### config.mk
export PLATFORM = sky130hd
export DESIGN_NAME = tree_route_unit
export DESIGN_NICKNAME = d
export VERILOG_FILES = /design/src/rtl/tree_route_pkg.sv /design/src/rtl/tree_route_height.sv /design/src/rtl/tree_route_seq.sv /design/src/rtl/tree_route_unit.sv
export SDC_FILE = /design/constraint.sdc
export NUM_CORES = 1
export LEC_CHECK = 0
export BUFFER_PORTS_ARGS = -buffer_cell sky130_fd_sc_hd__buf_2
export CAP_MARGIN = 15
export CORE_ASPECT_RATIO = 1.1
export CORE_MARGIN = 1
export CORE_UTILIZATION = 25
export DETAILED_ROUTE_END_ITERATION = 8
export PLACE_DENSITY = 0.5
export SYNTH_ARGS = -nofsm -noshare
export SYNTH_HDL_FRONTEND = slang
export SYNTH_SLANG_ARGS = --single-unit
export TNS_END_PERCENT = 20
### constraint.sdc
create_clock -name clk -period 4.4 [get_ports clk]
set_clock_uncertainty 0.15 [all_clocks]
set_input_delay 0 -clock clk [delete_from_list [all_inputs] [get_ports clk]]
set_output_delay 0 -clock clk [all_outputs]
set_load 0.05 [all_outputs]
### src/rtl/tree_route_pkg.sv
package tree_route_pkg;

   typedef enum logic [1:0] {
      PORT_NONE  = 2'b00,
      PORT_UP    = 2'b01,
      PORT_LEFT  = 2'b10,
      PORT_RIGHT = 2'b11
   } hop_port_e;

   typedef enum logic [1:0] {
      ST_IDLE    = 2'b00,
      ST_CLIMB   = 2'b01,
      ST_DESCEND = 2'b10,
      ST_FINISH  = 2'b11
   } seq_state_e;

endpackage

### src/rtl/tree_route_height.sv
module tree_route_height #(
   parameter int LEVELS = 4,
   parameter int CW     = 3,
   parameter bit THERMO = 1'b1
) (
   input  logic [LEVELS-1:0] diff_i,
   output logic [CW-1:0]     height_o,
   output logic              same_o
);

   assign same_o = (diff_i == '0);

   generate
      if (THERMO) begin : g_thermo
         logic [LEVELS-1:0] suffix_any;
         for (genvar j = 0; j < LEVELS; j++) begin : g_suf
            assign suffix_any[j] = |diff_i[LEVELS-1:j];
         end
         assign height_o = CW'($countones(suffix_any));
      end else begin : g_scan
         always_comb begin
            height_o = '0;
            for (int j = 0; j < LEVELS; j++) begin
               if (diff_i[j]) height_o = CW'(j + 1);
            end
         end
      end
   endgenerate

   // the bit just below the height is set and nothing above it is
   always_comb begin
      if (!same_o) begin
         a_r2_height_is_msb: assert (diff_i[height_o - 1'b1] == 1'b1 &&
                                     (diff_i >> height_o) == '0);
      end else begin
         a_r2_height_zero: assert (height_o == '0);
      end
   end

endmodule

### src/rtl/tree_route_seq.sv
module tree_route_seq
   import tree_route_pkg::*;
#(
   parameter int LEVELS = 4,
   parameter int CW     = 3,
   parameter int IW     = 2
) (
   input  logic              clk,
   input  logic              rst_n,
   input  logic              start_i,
   input  logic [LEVELS-1:0] dst_i,
   input  logic [CW-1:0]     height_i,
   input  logic              same_i,
   output logic              busy_o,
   output logic              hop_valid_o,
   output logic [1:0]        hop_port_o,
   output logic [CW-1:0]     climb_o,
   output logic              local_o,
   output logic              done_o
);

   seq_state_e        state_q;
   logic [LEVELS-1:0] dst_q;
   logic [CW-1:0]     up_left_q;
   logic [IW-1:0]     down_idx_q;
   logic [CW-1:0]     climb_q;
   logic              local_q;
   logic              accept;

   assign accept = start_i && (state_q == ST_IDLE);

   always_ff @(posedge clk or negedge rst_n) begin
      if (!rst_n) begin
         state_q    <= ST_IDLE;
         dst_q      <= '0;
         up_left_q  <= '0;
         down_idx_q <= '0;
         climb_q    <= '0;
         local_q    <= 1'b0;
      end else begin
         case (state_q)
            ST_IDLE: begin
               if (accept) begin
                  dst_q     <= dst_i;
                  climb_q   <= height_i;
                  local_q   <= same_i;
                  up_left_q <= height_i;
                  state_q   <= same_i ? ST_FINISH : ST_CLIMB;
               end
            end
            ST_CLIMB: begin
               if (up_left_q == CW'(1)) begin
                  down_idx_q <= IW'(climb_q - CW'(1));
                  state_q    <= ST_DESCEND;
               end else begin
                  up_left_q <= up_left_q - CW'(1);
               end
            end
            ST_DESCEND: begin
               if (down_idx_q == '0) state_q <= ST_FINISH;
               else                  down_idx_q <= down_idx_q - IW'(1);
            end
            default: state_q <= ST_IDLE;
         endcase
      end
   end

   always_comb begin
      hop_port_o = PORT_NONE;
      case (state_q)
         ST_CLIMB:   hop_port_o = PORT_UP;
         ST_DESCEND: hop_port_o = dst_q[down_idx_q] ? PORT_RIGHT : PORT_LEFT;
         default:    hop_port_o = PORT_NONE;
      endcase
   end

   assign busy_o      = (state_q != ST_IDLE);
   assign hop_valid_o = (state_q == ST_CLIMB) || (state_q == ST_DESCEND);
   assign done_o      = (state_q == ST_FINISH);
   assign climb_o     = climb_q;
   assign local_o     = local_q;

   a_r5_done_single: assert property (@(posedge clk) disable iff (!rst_n)
      done_o |=> (!done_o && !busy_o));

   a_r4_no_climb_after_descend: assert property (@(posedge clk) disable iff (!rst_n)
      (hop_valid_o && hop_port_o[1]) |=> !(hop_valid_o && hop_port_o == PORT_UP));

   a_r6_local_no_climb: assert property (@(posedge clk) disable iff (!rst_n)
      local_o |-> (climb_o == '0));

   a_r7_busy_start_ignored: assert property (@(posedge clk) disable iff (!rst_n)
      (busy_o && start_i) |=> ($stable(climb_o) && $stable(local_o)));

   a_r2_climb_range: assert property (@(posedge clk) disable iff (!rst_n)
      climb_o <= CW'(LEVELS));

endmodule

### src/rtl/tree_route_unit.sv
module tree_route_unit #(
   parameter int LEVELS = 4,
   parameter bit THERMO = 1'b1,
   localparam int CW = $clog2(LEVELS + 1),
   localparam int IW = (LEVELS > 1) ? $clog2(LEVELS) : 1
) (
   input  logic              clk,
   input  logic              rst_n,
   input  logic              start_i,
   input  logic [LEVELS-1:0] src_i,
   input  logic [LEVELS-1:0] dst_i,
   output logic              busy_o,
   output logic              hop_valid_o,
   output logic [1:0]        hop_port_o,
   output logic [CW-1:0]     climb_o,
   output logic              local_o,
   output logic              done_o
);

   generate
      if (LEVELS < 1 || LEVELS > 16) begin : g_bad_levels
         $error("tree_route_unit: LEVELS must lie in 1..16");
      end
   endgenerate

   logic [LEVELS-1:0] rel_addr;
   logic [CW-1:0]     height;
   logic              same;

   assign rel_addr = src_i ^ dst_i;

   tree_route_height #(
      .LEVELS (LEVELS),
      .CW     (CW),
      .THERMO (THERMO)
   ) u_height (
      .diff_i   (rel_addr),
      .height_o (height),
      .same_o   (same)
   );

   tree_route_seq #(
      .LEVELS (LEVELS),
      .CW     (CW),
      .IW     (IW)
   ) u_seq (
      .clk         (clk),
      .rst_n       (rst_n),
      .start_i     (start_i),
      .dst_i       (dst_i),
      .height_i    (height),
      .same_i      (same),
      .busy_o      (busy_o),
      .hop_valid_o (hop_valid_o),
      .hop_port_o  (hop_port_o),
      .climb_o     (climb_o),
      .local_o     (local_o),
      .done_o      (done_o)
   );

   a_r8_idle_port_zero: assert property (@(posedge clk) disable iff (!rst_n)
      !hop_valid_o |-> (hop_port_o == 2'b00));

endmodule

# --- Word level (Yosys, flattened, before mapping) ---
# Index checks and enable logic that the tools add are counted.
totals:
  inputBits: 11
  regBits: 15
op_classes:
  bitwise: 1
  add_sub_neg: 6
  n_lt_le_gt_ge: 1
  n_mux: 15
  n_eq_ne: 9
  n_reduce_logical: 15
op_table:
  columns: ["operator", "count"]
  rows:
  - ["two-way mux 2 bit", 6]
  - ["AND reduction 3 bit", 3]
  - ["case mux 2 bit (2 select lines)", 2]
  - ["two-way mux 3 bit", 2]
  - ["inequality test 2 x 1 -> 1 bit, second input constant", 3]
  - ["case mux 2 bit (3 select lines)", 1]
  - ["case mux 3 bit (2 select lines)", 1]
  - ["nonzero test 2 bit", 3]
  - ["adder 1 x 1 -> 2 bit", 2]
  - ["== test 2 bit, second input constant", 2]
  - ["logical NOT 2 bit", 2]
  - ["logical NOT 4 bit", 1]
  - ["inequality test 2 bit, second input constant", 2]
  - ["OR reduction 4 bit", 1]
  - ["subtractor 2 x 1 -> 2 bit, second input constant", 2]
  - ["bitwise XOR 4 bit", 1]
  - ["adder 3 bit", 1]
  - ["== test 3 x 1 -> 1 bit, second input constant", 1]
  - ["less-than comparator 2 x 3 -> 1 bit, second input constant", 1]
  - ["OR reduction 3 bit", 1]
  - ["subtractor 3 x 1 -> 3 bit, second input constant", 1]
  - ["binary-select mux 1 bit (select 2 bit)", 1]
  - ["== test 2 x 1 -> 1 bit, second input constant", 1]
  - ["two-way mux 1 bit", 2]
  - ["4 further kinds", 4]

# --- Longest topological paths before layout ---
logic_depth:
  ltp_word: 6
  depth_mapped: 8

# --- By module ---
# A second synthesis with hierarchy kept.
hier_totals:
  cells_unflattened: 94
  hier_area_um2: 1066.0
by_module_without_submodules:
  columns: ["mod", "instances", "area_each_um2", "cells_per_inst"]
  rows:
  - ["tree_route_seq", 1, 955.9, 82]
  - ["tree_route_height", 1, 75.1, 8]
  - ["tree_route_unit", 1, 35.0, 4]

# --- Least setup slack after synthesis ---
# No wires, ideal clock.
synth_path:
  path_kind: "input port to flip-flop"
  startpoint: "in dst_i[3]"
  endpoint: "reg u_seq.climb_q[1] (netlist: u_seq.climb_o[1])"
  path_stages: 7
  arrival_time_ps: 1786
  t_required_ps: 4125
  slack_ps: 2339
  cell_sequence: "xor2_1 -> nor4_4 -> inv_1 -> fa_1 -> ha_1 -> ha_1 -> mux2_2"
synth_via:
  elab_chain_cells: 4
  elab_cells_between_ends: 7
  cone_classes: "add/sub: 3; bitwise: 1; reduce/logical: 3"
synth_rtl:
  columns: ["element", "line", "source"]
  rows:
  - ["from (decl)", "tree_route_unit.sv:11", "input logic [LEVELS-1:0] dst_i,"]
  - ["bitwise XOR 4 bit *", "tree_route_unit.sv:30", "assign rel_addr = src_i ^ dst_i;"]
  - ["OR reduction 4 bit (tied with other cells)", "tree_route_height.sv:17", "assign suffix_any[j] = |diff_i[LEVELS-1:j];"]
  - ["adder 1 x 1 -> 2 bit (not written as such)", "tree_route_height.sv:19", "assign height_o = CW'($countones(suffix_any));"]
  - ["adder 3 bit (not written as such) *", "tree_route_height.sv:19", null]
  - ["via height[1]", "tree_route_unit.sv:27", "logic [CW-1:0] height;"]
  - ["to (signal assigned)", "tree_route_seq.sv:45", "climb_q <= height_i;"]
  - ["to (decl)", "tree_route_seq.sv:26", "logic [CW-1:0] climb_q;"]
# The timed path passes the listed nets; every way through them passes the cells marked *.
# A chain may end at the register's enable or synchronous reset.

# --- Worst setup path after layout ---
layout_path:
  startpoint: "in dst_i[3]"
  endpoint: "reg u_seq.up_left_q[2]"
layout_via:
  elab_chain_cells: 6
  elab_cells_between_ends: 9
  cone_classes: "add/sub: 3; mux: 2; bitwise: 1; reduce/logical: 3"
layout_rtl:
  columns: ["element", "line", "source"]
  rows:
  - ["bitwise XOR 4 bit *", "tree_route_unit.sv:30", null]
  - ["OR reduction 4 bit (tied with other cells)", "tree_route_height.sv:17", null]
  - ["adder 1 x 1 -> 2 bit (not written as such)", "tree_route_height.sv:19", null]
  - ["adder 3 bit (not written as such) *", "tree_route_height.sv:19", null]
  - ["via height[2]", "tree_route_unit.sv:27", null]
  - ["two-way mux 3 bit *", "tree_route_seq.sv:43", "if (accept) begin"]
  - ["case mux 3 bit (2 select lines) *", "tree_route_seq.sv:41", "case (state_q)"]
  - ["to (signal assigned)", "tree_route_seq.sv:47", "up_left_q <= height_i;"]
  - ["to (signal assigned)", "tree_route_seq.sv:56", "up_left_q <= up_left_q - CW'(1);"]
  - ["to (decl)", "tree_route_seq.sv:24", "logic [CW-1:0] up_left_q;"]
# The timed path passes the listed nets; every way through them passes the cells marked *. The select of a mux whose other input is x is not followed.

==> flow_summary.html <==
<table>
<tr><th>Metric</th><th>Value</th></tr>
<tr><th colspan="2">Synth</th></tr>
<tr><td>Async SR Flop Fraction</td><td>1.00</td></tr>
<tr><td>Register bit total from synthesis</td><td>15</td></tr>
<tr><td>Synthesized area divided by synthesized cell count</td><td>about 11 um2</td></tr>
<tr><td>Post-synthesis cell type count</td><td>27</td></tr>
<tr><td>Number of enable-type register cells in the synthesized netlist</td><td>0</td></tr>
<tr><td>Syn. warnings</td><td>0</td></tr>
<tr><td>Proportion of synthesized area in mux cells</td><td>0.131</td></tr>
<tr><td>Most used flip-flop cell after synthesis</td><td>sky130_fd_sc_hd__dfrtp_1</td></tr>
<tr><td>Xor and xnor fraction of the mapped netlist area</td><td>0.0473</td></tr>
<tr><td>Register area share after synthesis</td><td>0.405</td></tr>
<tr><td>Post-synthesis cell count</td><td>between 80 and 90</td></tr>
<tr><td>Post-Synthesis Cell Area</td><td>just over 900 um2</td></tr>
<tr><td>Adder-cell share of the synthesized area</td><td>0.130</td></tr>
<tr><td>Syn_nets</td><td>~110</td></tr>
<tr><td>Simple-gate portion of the synthesized area</td><td>0.123</td></tr>
<tr><td>Synthesized-area fraction occupied by ao, oa, aoi and oai cells</td><td>0.118</td></tr>
<tr><td>Dominant combinational cell family by area after synthesis</td><td>multiplexers</td></tr>
<tr><th colspan="2">Detailed routing</th></tr>
<tr><td>First-iteration detailed-routing DRC count</td><td>7</td></tr>
<tr><td>Pre-antenna DRT Iters</td><td>4</td></tr>
<tr><td>Number of vias per cell after detailed routing</td><td>approximately 4.4</td></tr>
<tr><td>Routed length per placed instance</td><td>roughly 12 um</td></tr>
<tr><td>Number of design rule violations left after detail routing</td><td>0</td></tr>
<tr><td>Aggregate routed wire length</td><td>just under 2 mm</td></tr>
<tr><td>Vias</td><td>approximately 700</td></tr>
<tr><td>DRT antenna net count</td><td>0</td></tr>
<tr><th colspan="2">Layout</th></tr>
<tr><td>Final non-filler cell total</td><td>around 160</td></tr>
<tr><td>Footprint of the multi-input gates</td><td>508 um2</td></tr>
<tr><td>Count of nets after finishing</td><td>136</td></tr>
<tr><td>Fill cell instance count of the final layout</td><td>approximately 360</td></tr>
<tr><td>Fraction of final layout cells with drive strength greater than 1</td><td>0.296</td></tr>
<tr><td>Final instance area</td><td>between 1000 and 1500 um2</td></tr>
<tr><td>Area growth, synth to finish</td><td>27.8%</td></tr>
<tr><td>Diodes inserted</td><td>0</td></tr>
<tr><td>Sequential cell area</td><td>roughly 380 um2</td></tr>
<tr><th colspan="2">Power and ir drop</th></tr>
<tr><td>Peak supply drop</td><td>~0.26 mV</td></tr>
<tr><td>Pwr/cell area</td><td>about 760 nW/um2</td></tr>
<tr><td>Final Total Pwr</td><td>about 0.90 mW</td></tr>
<tr><td>Leakage power of the design</td><td>0.553 nW</td></tr>
<tr><th colspan="2">Worst setup path</th></tr>
<tr><td>Launching element type of the critical path</td><td>input port</td></tr>
<tr><td>Category of the worst setup path capture point</td><td>register</td></tr>
<tr><td>Worst EP arrival</td><td>approximately 2.6 ns</td></tr>
<tr><td>CP max FO</td><td>4</td></tr>
<tr><td>Path type of the worst setup path</td><td>input port to register</td></tr>
<tr><td>Worst R2R Start</td><td>u_seq.state_q[1]</td></tr>
<tr><td>Required time of the worst setup path</td><td>between 4 and 5 ns</td></tr>
<tr><td>Setup slack on the worst flop-to-flop path</td><td>around 2.5 ns</td></tr>
<tr><td>Crit. Startpoint</td><td>dst_i[3]</td></tr>
<tr><th colspan="2">STA</th></tr>
<tr><td>Total negative slack</td><td>0 ns</td></tr>
<tr><td>Slew at the pin closest to its max-slew limit</td><td>0.453 ns</td></tr>
<tr><td>Final worst-path cycle share</td><td>0.576</td></tr>
<tr><td>Fmax</td><td>394 MHz</td></tr>
<tr><td>Number of failing hold endpoints at the final stage</td><td>0</td></tr>
<tr><td>Pins Over Slew Limit</td><td>0</td></tr>
<tr><td>Min Tclk post-route</td><td>2.54 ns</td></tr>
<tr><td>Setup violations, final</td><td>0</td></tr>
<tr><td>Unrepaired setup endpoints after global routing</td><td>no</td></tr>
<tr><td>Worst rel slew slack</td><td>0.695</td></tr>
<tr><th colspan="2">Global route</th></tr>
<tr><td>Number of antenna violations at the first check in global routing</td><td>0</td></tr>
<tr><td>Largest net degree at the start of global routing</td><td>16</td></tr>
<tr><td>Remaining global-route overflow</td><td>0</td></tr>
<tr><td>Number of global-route vias before repair</td><td>between 700 and 800</td></tr>
<tr><td>First-pass GRT wire length</td><td>approximately 3.5 mm</td></tr>
<tr><td>GR Util All Layers</td><td>0.119</td></tr>
<tr><th colspan="2">Placement</th></tr>
<tr><td>Routability-driven placement congestion ratio</td><td>0.762</td></tr>
<tr><td>Post-placement cell area</td><td>about 1100 um2</td></tr>
<tr><td>Half-perimeter wire length after detailed placement</td><td>between 1 and 1.5 mm</td></tr>
<tr><td>Post-placement cell count</td><td>151</td></tr>
<tr><td>I/O Buffers</td><td>19</td></tr>
<tr><th colspan="2">CTS</th></tr>
<tr><td>Number of clock buffers inserted by TritonCTS</td><td>3</td></tr>
<tr><td>Clock transition time at the flip-flop clock pins of the worst setup and hold paths</td><td>around 0.090 ns</td></tr>
<tr><td>CTS H-tree depth</td><td>1</td></tr>
<tr><td>Max Buffers Root-to-Sink</td><td>2</td></tr>
<tr><td>Clock tree from TritonCTS</td><td>done</td></tr>
<tr><td>Clock tree sinks</td><td>15</td></tr>
<tr><td>Count of buffers added by post-CTS timing repair for setup</td><td>0</td></tr>
<tr><td>Clock root buffer</td><td>sky130_fd_sc_hd__clkbuf_4</td></tr>
<tr><td>Clock latency of the later-clocked register in the worst-skew pair</td><td>0.28 ns</td></tr>
<tr><th colspan="2">Min path</th></tr>
<tr><td>Hold path startpoint</td><td>src_i[0]</td></tr>
<tr><td>Path type of the worst min-delay path</td><td>input port to register</td></tr>
<tr><th colspan="2">Floorplanning</th></tr>
<tr><td>I/O pin count</td><td>20</td></tr>
<tr><td>Initial core utilization</td><td>0.269</td></tr>
<tr><td>Die Outline Area</td><td>around 4000 um2</td></tr>
<tr><td>Area of the core region</td><td>~3400 um2</td></tr>
<tr><td>Die height</td><td>~66 um</td></tr>
<tr><td>Die boundary width</td><td>60.0 um</td></tr>
<tr><td>Std cell rows</td><td>22</td></tr>
<tr><th colspan="2">Status</th></tr>
<tr><td>Run status</td><td>completed</td></tr>
<tr><th colspan="2">Run</th></tr>
<tr><td>Max-capacitance violation count</td><td>0</td></tr>
</table>
[flip-flops by register name (all words and copies together), names as in the netlist]
signal and flops:
u_seq.climb_o 3, u_seq.local_o 1, u_seq.state_q 2, u_seq.down_idx_q 2, u_seq.up_left_q 3, u_seq.dst_q 4
[path summary, 6_finish.rpt]
check	to	cells after the start
worst min-delay path	u_seq.local_o	5
min in group asynchronous	u_seq.state_q[0]	3
max in group asynchronous	u_seq.down_idx_q[0]	4
worst min register to register	u_seq.dst_q[2]	1
worst max register to register	u_seq.down_idx_q[1]	6
worst max-delay path	u_seq.up_left_q[2]	10
[synthesized netlist by cell type (2+ instances only)]
master                     n  area [um2]
sky130_fd_sc_hd__mux2i_1   2        20.0
sky130_fd_sc_hd__dfrtp_1  15         375
sky130_fd_sc_hd__xor2_1    5        43.8
sky130_fd_sc_hd__mux2_2    7        78.8
sky130_fd_sc_hd__nor2b_1   2        12.5
sky130_fd_sc_hd__o21ai_0   8        40.0
sky130_fd_sc_hd__nor4b_1   2        17.5
sky130_fd_sc_hd__ha_1      8         100
sky130_fd_sc_hd__a21oi_1   3        15.0
sky130_fd_sc_hd__inv_1    10        37.5
sky130_fd_sc_hd__nand2_1   7        26.3
[worst max-delay path, cell delays in order]
cell and delay [ns]:
sky130_fd_sc_hd__dlygate4sd3_1 0.53, sky130_fd_sc_hd__buf_2 0.13, sky130_fd_sc_hd__xor2_1 0.21, sky130_fd_sc_hd__nor4_4 0.33
sky130_fd_sc_hd__inv_1 0.11, sky130_fd_sc_hd__fa_1 0.48, sky130_fd_sc_hd__ha_1 0.21, sky130_fd_sc_hd__ha_1 0.20
sky130_fd_sc_hd__nor4b_1 0.26, sky130_fd_sc_hd__a221oi_1 0.08
[layout make-up]
| type | instances | area share |
|---|---|---|
| sequential | 15 | 0.317 |
| clock inverter | 1 | 0.00423 |
| inverter | 10 | 0.0317 |
| timing repair buffer | 27 | 0.148 |
| tap | 48 | 0.0507 |
| multi-input combinational | 59 | 0.429 |
| clock buffer | 3 | 0.0190 |
[what timing repair did]
item,4_1_cts,5_1_grt
hold buffers,8,0
hold endpoints to repair,20,0
resized for setup,0,0
setup endpoints to repair,0,0
[routing by layer]
layer  vias up  wire (um)  track usage
li1        358          -            -
met1       336        939        0.155
met2        17        892        0.189
met3         2         86       0.0411
met4         0         12       0.0262
met5         -          0            0
[stage by stage]
step | utilization | setup WS (ns) | hold slack (ns)
4_1_cts | 0.344 | 1.86 | 0.240
3_3_place_gp | 0.313 | 2.16 | -0.210
6_report | 0.344 | 1.86 | 0.227
3_5_place_dp | 0.313 | 2.09 | -0.213
2_1_floorplan | - | 2.34 | -0.446
5_1_grt | 0.344 | 1.76 | 0.284
[power breakdown]
group          switching [mW]  internal (mW)
Combinational           0.356          0.198
Sequential             0.0533          0.207
Clock                  0.0460         0.0338
Total                   0.456          0.440
[layout by cell type, fill, tap and decap left out]
| cell | n |
|---|---|
| sky130_fd_sc_hd__nor4b_1 | 2 |
| sky130_fd_sc_hd__inv_1 | 10 |
| sky130_fd_sc_hd__nor2b_1 | 2 |
| sky130_fd_sc_hd__nand2b_1 | 1 |
| sky130_fd_sc_hd__mux2i_1 | 2 |
| sky130_fd_sc_hd__mux4_2 | 1 |
| sky130_fd_sc_hd__or2_2 | 1 |
| sky130_fd_sc_hd__a21oi_1 | 3 |
| sky130_fd_sc_hd__and4_1 | 1 |
| sky130_fd_sc_hd__ha_1 | 8 |
| sky130_fd_sc_hd__nand2_1 | 7 |
| sky130_fd_sc_hd__a221oi_1 | 1 |
| sky130_fd_sc_hd__buf_2 | 19 |
| sky130_fd_sc_hd__clkinv_2 | 1 |
| sky130_fd_sc_hd__dfrtp_1 | 15 |
| sky130_fd_sc_hd__o31ai_2 | 1 |
| sky130_fd_sc_hd__o211ai_1 | 1 |
| sky130_fd_sc_hd__nor2_1 | 1 |
| sky130_fd_sc_hd__nor4_4 | 1 |
| sky130_fd_sc_hd__o31ai_1 | 1 |
| sky130_fd_sc_hd__or3_1 | 1 |
| sky130_fd_sc_hd__dlygate4sd3_1 | 8 |
| sky130_fd_sc_hd__nand3_1 | 1 |
| sky130_fd_sc_hd__clkbuf_4 | 3 |
| sky130_fd_sc_hd__a211o_1 | 1 |
| sky130_fd_sc_hd__xor2_1 | 5 |
| sky130_fd_sc_hd__o21ai_0 | 8 |
| sky130_fd_sc_hd__mux2_2 | 7 |
| sky130_fd_sc_hd__fa_1 | 1 |
| sky130_fd_sc_hd__o32ai_1 | 1 |
[cell families (layout without fill, tap and decap cells)]
group                    count (synthesis)  in the layout
adder cells (fa/ha/maj)                  9              9
AND/OR/NAND/NOR                         18             18
buffers and inverters                   11             41
flip-flops                              15             15
AO/OA/AOI/OAI                           17             17
XOR/XNOR                                 5              5
multiplexers                            10             10
(Power assumes the default switching activity.)
